`src/rtl/la_fifo_pkg.sv`:
```
package la_fifo_pkg;

  // Cycles a freshly written word waits before it is counted as readable.
  // Each option adds one stage between the RAM write and the visible flag.
  function automatic int ready_lat(input bit show_ahead, input bit out_reg);
    return int'(show_ahead) + int'(out_reg);
  endfunction

endpackage

```
`src/rtl/la_fifo_rst_sync.sv`:
```
module la_fifo_rst_sync (
  input  logic clk,
  input  logic rst_n,
  output logic rst_sync_n
);

  logic [1:0] sync_q;

  always_ff @(posedge clk or negedge rst_n) begin
    if (!rst_n) sync_q <= 2'b00;
    else        sync_q <= {sync_q[0], 1'b1};
  end

  assign rst_sync_n = sync_q[1];

endmodule

```
`src/rtl/la_fifo_mem.sv`:
```
module la_fifo_mem #(
  parameter int DATA_W = 8,
  parameter int DEPTH  = 8,
  localparam int ADDR_W = $clog2(DEPTH)
) (
  input  logic              clk,
  input  logic              rst_n,
  input  logic              wr_en,
  input  logic [ADDR_W-1:0] wr_addr,
  input  logic [DATA_W-1:0] wr_data,
  input  logic              rd_ce,
  input  logic              rd_clr,
  input  logic [ADDR_W-1:0] rd_addr,
  output logic [DATA_W-1:0] rd_data
);

  logic [DATA_W-1:0] store [DEPTH];
  logic [DATA_W-1:0] rd_data_q;

  // Storage array: no reset, write port only.
  always_ff @(posedge clk) begin
    if (wr_en) store[wr_addr] <= wr_data;
  end

  // Registered read port with its own clock enable and flush.
  always_ff @(posedge clk or negedge rst_n) begin
    if (!rst_n)      rd_data_q <= '0;
    else if (rd_clr) rd_data_q <= '0;
    else if (rd_ce)  rd_data_q <= store[rd_addr];
  end

  assign rd_data = rd_data_q;

endmodule

```
`src/rtl/la_fifo_ctrl.sv`:
```
module la_fifo_ctrl #(
  parameter int DEPTH      = 8,
  parameter bit SHOW_AHEAD = 1'b1,
  parameter bit OUT_REG    = 1'b1,
  localparam int ADDR_W = $clog2(DEPTH),
  localparam int USED_W = ADDR_W + 1
) (
  input  logic              clk,
  input  logic              rst_n,
  input  logic              clr,
  input  logic              wr_req,
  input  logic              rd_req,
  output logic              wr_en,
  output logic              rd_en,
  output logic [ADDR_W-1:0] wr_ptr,
  output logic [ADDR_W-1:0] rd_ptr,
  output logic [ADDR_W-1:0] rd_ptr_nxt,
  output logic              rdy_nz_nxt,
  output logic              full,
  output logic              empty,
  output logic [USED_W-1:0] used
);

  localparam int LAT = la_fifo_pkg::ready_lat(SHOW_AHEAD, OUT_REG);

  logic [ADDR_W-1:0] wr_ptr_q, wr_ptr_d, rd_ptr_q, rd_ptr_d;
  logic [USED_W-1:0] cnt_q, cnt_d, rdy_q, rdy_d;
  logic              full_q, full_d, empty_q, empty_d;
  logic              wr_rdy;

  // Requests are accepted against the flags the outside world sees.
  assign wr_en = wr_req & ~full_q  & ~clr;
  assign rd_en = rd_req & ~empty_q & ~clr;

  // Delay line that marks when an accepted write becomes readable.
  generate
    if (LAT == 0) begin : g_rdy_direct
      assign wr_rdy = wr_en;
    end else begin : g_rdy_pipe
      logic [LAT-1:0] pipe_q, pipe_d;
      always_comb begin
        pipe_d    = pipe_q;
        pipe_d[0] = wr_en;
        for (int j = 1; j < LAT; j++) pipe_d[j] = pipe_q[j-1];
        if (clr) pipe_d = '0;
      end
      always_ff @(posedge clk or negedge rst_n) begin
        if (!rst_n) pipe_q <= '0;
        else        pipe_q <= pipe_d;
      end
      assign wr_rdy = pipe_q[LAT-1];
    end
  endgenerate

  // Next-state logic.
  always_comb begin
    wr_ptr_d = wr_en ? wr_ptr_q + ADDR_W'(1) : wr_ptr_q;
    rd_ptr_d = rd_en ? rd_ptr_q + ADDR_W'(1) : rd_ptr_q;
    cnt_d    = cnt_q;
    if (wr_en)  cnt_d = cnt_d + USED_W'(1);
    if (rd_en)  cnt_d = cnt_d - USED_W'(1);
    rdy_d    = rdy_q;
    if (wr_rdy) rdy_d = rdy_d + USED_W'(1);
    if (rd_en)  rdy_d = rdy_d - USED_W'(1);
    if (clr) begin
      wr_ptr_d = '0;
      rd_ptr_d = '0;
      cnt_d    = '0;
      rdy_d    = '0;
    end
    full_d  = (cnt_d == USED_W'(DEPTH));
    empty_d = (rdy_d == '0);
  end

  // State registers with explicit enables.
  always_ff @(posedge clk or negedge rst_n) begin
    if (!rst_n) begin
      wr_ptr_q <= '0;
      rd_ptr_q <= '0;
      cnt_q    <= '0;
      rdy_q    <= '0;
      full_q   <= 1'b0;
      empty_q  <= 1'b1;
    end else begin
      if (wr_en | clr)                   wr_ptr_q <= wr_ptr_d;
      if (rd_en | clr)                   rd_ptr_q <= rd_ptr_d;
      if (wr_en | rd_en | clr)           cnt_q    <= cnt_d;
      if (wr_rdy | rd_en | clr)          rdy_q    <= rdy_d;
      full_q  <= full_d;
      empty_q <= empty_d;
    end
  end

  assign wr_ptr     = wr_ptr_q;
  assign rd_ptr     = rd_ptr_q;
  assign rd_ptr_nxt = rd_ptr_d;
  assign rdy_nz_nxt = (rdy_d != '0);
  assign full       = full_q;
  assign empty      = empty_q;
  assign used       = cnt_q;

endmodule

```
`src/rtl/la_fifo_rdsel.sv`:
```
module la_fifo_rdsel #(
  parameter int ADDR_W     = 3,
  parameter bit SHOW_AHEAD = 1'b1
) (
  input  logic              rd_en,
  input  logic [ADDR_W-1:0] rd_ptr,
  input  logic [ADDR_W-1:0] rd_ptr_nxt,
  input  logic              rdy_nz_nxt,
  output logic [ADDR_W-1:0] rd_addr,
  output logic              rd_ce
);

  // Normal: load only the word being popped.
  // Show-ahead: keep reloading the word that will be the head next cycle,
  // and hold the output while nothing readable remains.
  assign rd_addr = SHOW_AHEAD ? rd_ptr_nxt : rd_ptr;
  assign rd_ce   = SHOW_AHEAD ? rdy_nz_nxt : rd_en;

endmodule

```
`src/rtl/la_fifo.sv`:
```
module la_fifo #(
  parameter int DATA_W     = 8,
  parameter int DEPTH      = 8,
  parameter bit SHOW_AHEAD = 1'b1,
  parameter bit OUT_REG    = 1'b1,
  localparam int ADDR_W = $clog2(DEPTH),
  localparam int USED_W = ADDR_W + 1
) (
  input  logic              clk,
  input  logic              rst_n,
  input  logic              clr,
  input  logic              wr_req,
  input  logic [DATA_W-1:0] wr_data,
  input  logic              rd_req,
  output logic [DATA_W-1:0] rd_data,
  output logic              full,
  output logic              empty,
  output logic [USED_W-1:0] used_words
);

  logic              rst_int_n;
  logic              wr_en, rd_en, rdy_nz_nxt, rd_ce;
  logic [ADDR_W-1:0] wr_ptr, rd_ptr, rd_ptr_nxt, rd_addr;

  la_fifo_rst_sync u_rst (
    .clk        (clk),
    .rst_n      (rst_n),
    .rst_sync_n (rst_int_n)
  );

  la_fifo_ctrl #(
    .DEPTH      (DEPTH),
    .SHOW_AHEAD (SHOW_AHEAD),
    .OUT_REG    (OUT_REG)
  ) u_ctrl (
    .clk        (clk),
    .rst_n      (rst_int_n),
    .clr        (clr),
    .wr_req     (wr_req),
    .rd_req     (rd_req),
    .wr_en      (wr_en),
    .rd_en      (rd_en),
    .wr_ptr     (wr_ptr),
    .rd_ptr     (rd_ptr),
    .rd_ptr_nxt (rd_ptr_nxt),
    .rdy_nz_nxt (rdy_nz_nxt),
    .full       (full),
    .empty      (empty),
    .used       (used_words)
  );

  la_fifo_rdsel #(
    .ADDR_W     (ADDR_W),
    .SHOW_AHEAD (SHOW_AHEAD)
  ) u_rdsel (
    .rd_en      (rd_en),
    .rd_ptr     (rd_ptr),
    .rd_ptr_nxt (rd_ptr_nxt),
    .rdy_nz_nxt (rdy_nz_nxt),
    .rd_addr    (rd_addr),
    .rd_ce      (rd_ce)
  );

  la_fifo_mem #(
    .DATA_W (DATA_W),
    .DEPTH  (DEPTH)
  ) u_mem (
    .clk     (clk),
    .rst_n   (rst_int_n),
    .wr_en   (wr_en),
    .wr_addr (wr_ptr),
    .wr_data (wr_data),
    .rd_ce   (rd_ce),
    .rd_clr  (clr),
    .rd_addr (rd_addr),
    .rd_data (rd_data)
  );

endmodule

```
`config.mk`:
```
export PLATFORM = sky130hd
export DESIGN_NAME = la_fifo
export DESIGN_NICKNAME = d
export VERILOG_FILES = /design/src/rtl/la_fifo_pkg.sv /design/src/rtl/la_fifo_rst_sync.sv /design/src/rtl/la_fifo_mem.sv /design/src/rtl/la_fifo_ctrl.sv /design/src/rtl/la_fifo_rdsel.sv /design/src/rtl/la_fifo.sv
export SDC_FILE = /design/constraint.sdc
export NUM_CORES = 1
export LEC_CHECK = 0
export BUFFER_PORTS_ARGS = -buffer_cell sky130_fd_sc_hd__buf_2
export CAP_MARGIN = 5
export CORE_ASPECT_RATIO = 0.9
export CORE_UTILIZATION = 40
export DETAILED_ROUTE_END_ITERATION = 6
export PLACE_DENSITY_LB_ADDON = 0.12
export SLEW_MARGIN = 10
export SYNTH_ARGS = -nofsm -noshare
export SYNTH_HDL_FRONTEND = slang
export SYNTH_HIERARCHICAL = 1
export SYNTH_SLANG_ARGS = --single-unit
```
`constraint.sdc`:
```
create_clock -name clk -period 1 [get_ports clk]
set_input_delay 0.1 -clock clk [delete_from_list [all_inputs] [get_ports clk]]
set_output_delay 0.1 -clock clk [all_outputs]
set_load 0.05 [all_outputs]
```
==> Word-level counts from Yosys, hierarchy flattened <==
Memories as Yosys holds them, arrays and structs flattened.
Cells that the tools add are included.
{ "op_classes": {"n_addsub": 6, "n_eq_ne": 1, "mux": 15, "bitwise": 13, "reduce_logical": 5} }
{ "op_table": {"columns": ["cell", "n"], "rows": [
  ["two-way mux 4 bit", 6],
  ["two-way mux 8 bit", 2],
  ["two-way mux 3 bit", 4],
  ["adder 4 x 1 -> 4 bit, second input constant", 2],
  ["subtractor 4 x 1 -> 4 bit, second input constant", 2],
  ["adder 3 x 1 -> 3 bit, second input constant", 2],
  ["bitwise OR 1 bit", 6],
  ["AND 1 bit", 4],
  ["== test 4 bit, second input constant", 1],
  ["logical NOT 4 bit", 1],
  ["nonzero test 2 bit", 2],
  ["nonzero test 4 bit", 1],
  ["NOT 1 bit", 3],
  ["two-way mux 1 bit", 2],
  ["two-way mux 2 bit", 1],
  ["AND reduction 2 bit", 1]
]} }
{ "totals": {"register_bits": 28, "ram_bits": 64, "elab_cells": 50, "mem_count": 1} }
{ "mem_list": {"columns": ["name", "depth", "word_bits", "read_ports", "rd_clocked_by_memory_dff", "wr", "line", "source"], "rows": [
  ["u_mem.store", 8, 8, 1, 0, 1, "la_fifo_mem.sv:17", "logic [DATA_W-1:0] store [DEPTH];"]
]} }

==> Logic depth before layout (Yosys ltp) <==
{ "depth": {"ltp_word": 8, "depth_mapped": 11, "depth_no_buf": 10} }

==> Cells and area by module <==
The synthesis kept the hierarchy.
{ "by_module_without_submodules": {"columns": ["module", "n_inst", "cells_per_inst", "area_each_um2", "seq_area_each_um2"], "rows": [
  ["la_fifo_mem", 1, 152, 2819.0, 2122.0],
  ["la_fifo_ctrl", 1, 99, 1052.3, 451.7],
  ["la_fifo_rst_sync", 1, 3, 53.8, 50.0],
  ["la_fifo_rdsel", 1, 4, 30.0, 0.0]
]} }

==> Least setup slack after synthesis <==
Ideal clock, no wire load.
{ "synth_timing": {"kind": "register -> register", "startpoint": "register u_ctrl.rdy_q[0]", "endpoint": "register u_mem.rd_data_q[6], in the netlist u_mem/rd_data[6]", "setup_ns": 0.104, "arrival_time_ns": 2.235, "slack_ns": -1.338, "path_stages_with_launch": 11, "path_cell_list": "dfrtp_1 > ha_1 > mux2i_1 > ha_1 > mux2_2 > a31oi_1 > nand3b_1 > buf_4 > nand2b_1 > buf_1 > o41ai_2"} }
{ "synth_between": {"elab_chain_cells": 7} }
{ "synth_rtl": {"columns": ["item", "line", "source"], "rows": [
  ["start, declared", "la_fifo_ctrl.sv:27", "logic [USED_W-1:0] cnt_q, cnt_d, rdy_q, rdy_d;"],
  ["start signal, assigned", "la_fifo_ctrl.sv:88", "if (wr_rdy | rd_en | clr) rdy_q <= rdy_d;"],
  ["adder 4 x 1 -> 4 bit", "la_fifo_ctrl.sv:63", "if (wr_rdy) rdy_d = rdy_d + USED_W'(1);"],
  ["two-way mux 4 bit *", "la_fifo_ctrl.sv:63", null],
  ["subtractor 4 x 1 -> 4 bit", "la_fifo_ctrl.sv:64", "if (rd_en) rdy_d = rdy_d - USED_W'(1);"],
  ["two-way mux 4 bit *", "la_fifo_ctrl.sv:64", null],
  ["two-way mux 4 bit *", "la_fifo_ctrl.sv:65", "if (clr) begin"],
  ["nonzero test 4 bit *", "la_fifo_ctrl.sv:97", "assign rdy_nz_nxt = (rdy_d != '0);"],
  ["named net rdy_nz_nxt", "la_fifo.sv:22", "logic wr_en, rd_en, rdy_nz_nxt, rd_ce;"],
  ["nonzero test 2 bit (no source line) *", null, null],
  ["end signal, assigned", "la_fifo_mem.sv:29", "else if (rd_ce) rd_data_q <= store[rd_addr];"],
  ["end, declared", "la_fifo_mem.sv:18", "logic [DATA_W-1:0] rd_data_q;"]
]} }
Mark *: on every way through the listed nets, which the timed path passes. The rest lies on a longest branch.
A chain may end at the register's enable or synchronous reset.

==> Worst setup path after layout <==
{ "layout_timing": {"startpoint": "register u_ctrl.rdy_q[1]", "endpoint": "register u_mem.rd_data_q[6], in the netlist u_mem/rd_data[6]"} }
Same word-level chain as after synthesis.

==> flow_results.org <==
** Run status
- The run finished, with violations left.
- The final reports fail on setup timing.

** Drt
- Detailed routing inserted a total of 2433 vias.
- For this run, design rule violations remaining after detail routing come to 0.
- Antenna-violating nets left :: 0
- TritonRoute pass-1 iters :: 4
- The detailed router finished its first iteration with 89 violations.
- Dividing the detail-routed via count by the number of cells gives 4.94.
- Final wirelength :: 8430 µm
- In the final routed layout, each cell accounts on average for 17.1 µm.

** Placement
- Number of instances in the placed design :: 453
- Post-detailed-placement cell area :: 4870 µm²
- Buffers added on ports :: 26
- Once detailed placement completed, the half-perimeter wirelength came to 5570 µm.
- Final weighted congestion of routability-driven global placement :: 0.734

** Timing
- Final hold slack :: 14.9 ps
- Final Cycle Share :: 228%
- The number of max-slew violations in the final report is 0.
- Static timing analysis puts the maximum clock frequency at 439 MHz.
- Final TNS setup :: -61270 ps
- Worst Skew :: 9.29 ps
- After layout, the minimum clock period comes to 2280 ps.
- Setup ws final :: -1280 ps
- Final hold violations :: 0
- Unrepaired setup endpoints after global routing :: yes
- Setup violations remaining at the end of the flow were counted as 103.

** GRT
- GRT Residual Overflow :: 0
- The via count of the first global-routing pass came to 2432.
- Pin count of the biggest net entering global routing :: 27
- Wire length of the first global-routing pass :: 13100 µm
- The initial antenna violation count came to 0.
- Global routing used 17.9% of the available tracks across all layers.

** Layout
- Most frequent standard cell in the layout excluding fill and tap cells :: sky130_fd_sc_hd__edfxtp_1
- Commonest cells after routing, fill and taps aside :: 64 x sky130_fd_sc_hd__edfxtp_1, 41 x sky130_fd_sc_hd__buf_4, 32 x sky130_fd_sc_hd__buf_6, 21 x sky130_fd_sc_hd__dfrtp_1, 15 x sky130_fd_sc_hd__mux2_2
- After the flow finishes, the layout carries non-filler instances totaling 493.
- Measured on the finished design, the core utilization comes to 59.5%.
- Cells with a size suffix above 1 make up 56.7% of the layout.
- Layout Cell Area excl Fill :: 5740 µm²
- Number of nets in the layout :: 380
- Layout overhead on the synthesized area :: 45.2%
- Number of diodes :: 0

** Critical path
- Along the worst path, the maximum fanout reaches 8.
- The worst register-to-register path begins at u_ctrl/rdy_q[1].
- Critical path startpoint category :: flip-flop
- For the worst setup path, the data required time is 1260 ps.
- Worst setup path category :: flip-flop to flip-flop
- CP endpoint kind :: flip-flop
- Setup slack of the most critical reg-to-reg path :: -1280 ps
- At the worst endpoint, the arrival time is 2540 ps.
- Worst r2r dst :: u_mem/rd_data[6]
- Logic depth of the worst register-to-register path :: 8

** CTS
- The later pin in the worst-skew pair is clocked with a latency of 360 ps.
- Clock tree synthesis found a total of 92 sinks.
- The clock tree synthesis step divided the H-tree into 3 levels.
- The longest clock path from root to sink contains 2 buffers.
- CTS tree :: yes
- Clock transition at the register clock pins on the worst setup and hold paths after CTS :: 90 ps
- Counting the buffers created by CTS gives 9.
- Library cell used as clock root buffer :: sky130_fd_sc_hd__clkbuf_8

** Power
- IR analysis of the VDD net gives a maximum drop of 1.03 mV.
- Power per cell area :: 2130 nW/µm²
- Leak Pwr :: 2.22 nW

** Logic synthesis
- For this run, the leading register cell type out of synthesis is sky130_fd_sc_hd__edfxtp_1.
- Fraction of registers with async set/reset :: 30.4%
- The number of nets handed over by synthesis was 276.
- In the synthesized netlist, the number of instances is 258.
- Total standard cell area after synthesis :: 3960 µm²
- During synthesis, Yosys emitted a total of 6 warnings.
- Synthesis instantiated 50 different standard cells from the library.
- After synthesis the netlist holds a flip-flop and latch count of 92.
- Summing the sequential cell areas from Yosys gives 66.3% of the chip area.
- A synthesized cell averages 15.3 µm².
- Number of enable flip-flop cells after synthesis :: 64

** Min path
- For hold timing, the worst endpoint is u_mem/store[6][4].
- Min-Delay Path Class :: input port to flip-flop
- Hold Startpoint :: wr_data[4]
- Along the worst hold path, the cell count comes to 1.

** Floorplan
- Core region area :: 9660 µm²
- Vertical extent of the die :: 96.3 µm
- Starting density of the core :: 41.0%
- During I/O placement, the number of pins put on the boundary was 27.
- Die outline area :: 10300 µm²
- The floorplan step set the die width to 107 µm.
- Row count :: 34

** Flow run
- Number of maximum-capacitance violations :: 0
-- critical path: stages, from the launching register on --
cell and delay, ps:
sky130_fd_sc_hd__dfrtp_1 420, sky130_fd_sc_hd__ha_4 260, sky130_fd_sc_hd__mux2i_4 160, sky130_fd_sc_hd__ha_1 260, sky130_fd_sc_hd__mux2_4 300, sky130_fd_sc_hd__a31oi_4 180, sky130_fd_sc_hd__nand3b_1 240, sky130_fd_sc_hd__nand2b_4 140
sky130_fd_sc_hd__o41ai_2 220
-- worst max path at each step --
stage | startpoint | to | slack, ps | cells after the start
6_report | u_ctrl/rdy_q[1] | u_mem/rd_data[6] | -1280 | 8
2_1_floorplan | u_ctrl/rdy_q[1] | u_mem/rd_data[6] | -1270 | 10
3_3_place_gp | u_ctrl/rdy_q[1] | u_mem/rd_data[6] | -1340 | 8
3_5_place_dp | u_ctrl/rdy_q[1] | u_mem/rd_data[7] | -1440 | 10
5_1_grt | u_ctrl/rdy_q[1] | u_mem/rd_data[4] | -1390 | 10
4_1_cts | u_ctrl/rdy_q[1] | u_mem/rd_data[1] | -1360 | 8
-- metal layers --
layer / GRT usage [%] / routed length, µm / up-vias
met1: 25.2 / 4110 / 1220
met3: 4.27 / 274 / 6
li1: - / - / 1174
met2: 27.4 / 3950 / 33
met4: 5.82 / 90 / 0
met5: 0 / 0 / -
-- final cells by class --
class	instances	area (µm²)
repair buffers	106	1090
clock buffers	9	124
flip-flops and latches	92	2630
multi-input cells	149	1620
clock inverters	7	96.3
fillers	791	3910
inverters	4	25.0
well taps	126	158
-- synthesized netlist by cell type (2+ instances only) --
library cell,number,area [µm²]
sky130_fd_sc_hd__nand2_1,19,71.3
sky130_fd_sc_hd__xnor2_1,6,52.6
sky130_fd_sc_hd__mux2_2,16,180
sky130_fd_sc_hd__buf_4,5,37.5
sky130_fd_sc_hd__dfrtp_1,27,676
sky130_fd_sc_hd__o22ai_1,7,43.8
sky130_fd_sc_hd__xnor3_1,2,45.0
sky130_fd_sc_hd__buf_2,3,15.0
sky130_fd_sc_hd__o21ai_0,2,10.0
sky130_fd_sc_hd__nand3_1,2,10.0
sky130_fd_sc_hd__nand2b_1,6,37.5
sky130_fd_sc_hd__a21oi_1,3,15.0
sky130_fd_sc_hd__o31ai_1,7,52.6
sky130_fd_sc_hd__inv_1,4,15.0
sky130_fd_sc_hd__edfxtp_1,64,1920
sky130_fd_sc_hd__mux2i_1,3,30.0
sky130_fd_sc_hd__mux4_1,5,131
sky130_fd_sc_hd__ha_1,5,62.6
sky130_fd_sc_hd__nor3_1,3,15.0
sky130_fd_sc_hd__a2111oi_2,2,30.0
sky130_fd_sc_hd__nor2b_1,5,31.3
sky130_fd_sc_hd__xor2_1,4,35.0
sky130_fd_sc_hd__nor2_1,26,97.6
sky130_fd_sc_hd__mux4_2,3,67.6
sky130_fd_sc_hd__nand3b_1,4,30.0
-- sequential cells by signal, summed over array words and instances (netlist names) --
name / cells
u_rst/sync_q: 2
u_ctrl/used: 4
u_ctrl/rdy_q: 4
u_mem/rd_data: 8
u_ctrl/wr_ptr: 3
u_mem/store: 64
u_ctrl/empty: 1
u_ctrl/full: 1
u_ctrl/g_rdy_pipe.pipe_q: 2
u_ctrl/rd_ptr: 3
-- cell families after synthesis --
| kind of cell | count (synthesis) | share of synthesized area [%] |
|---|---|---|
| xor+xnor | 12 | 3.35 |
| fa+ha+maj | 5 | 1.58 |
| mux | 27 | 10.3 |
| buf+inv | 17 | 3.04 |
| other cells | 1 | 0.0948 |
| flops | 92 | 66.3 |
| simple gates | 76 | 9.78 |
| compound gates | 28 | 5.47 |
-- what timing repair did --
item	4_1_cts	5_1_grt
hold buffers	3	0
endpoints found under the setup margin	102	103
pin swaps	17	15
gates resized for setup	69	39
hold endpoints to repair	12	0
buffers inserted	11	12
gates cloned	0	0
-- power breakdown --
group	switching, W	internal (W)	leakage, nW
clock	0.00134	0.00142	0.114
sequential	0.000251	0.00440	0.940
combinational	0.00229	0.00252	1.17
-- through the flow --
| step | setup WS [ps] | power (W) |
|---|---|---|
| 2_1_floorplan | -1270 | 0.00697 |
| 3_3_place_gp | -1340 | 0.00802 |
| 3_5_place_dp | -1440 | 0.00806 |
| 4_1_cts | -1360 | 0.0115 |
| 5_1_grt | -1390 | 0.0128 |
| 6_report | -1280 | 0.0122 |
Note: power is estimated with default switching activity, not from simulation.
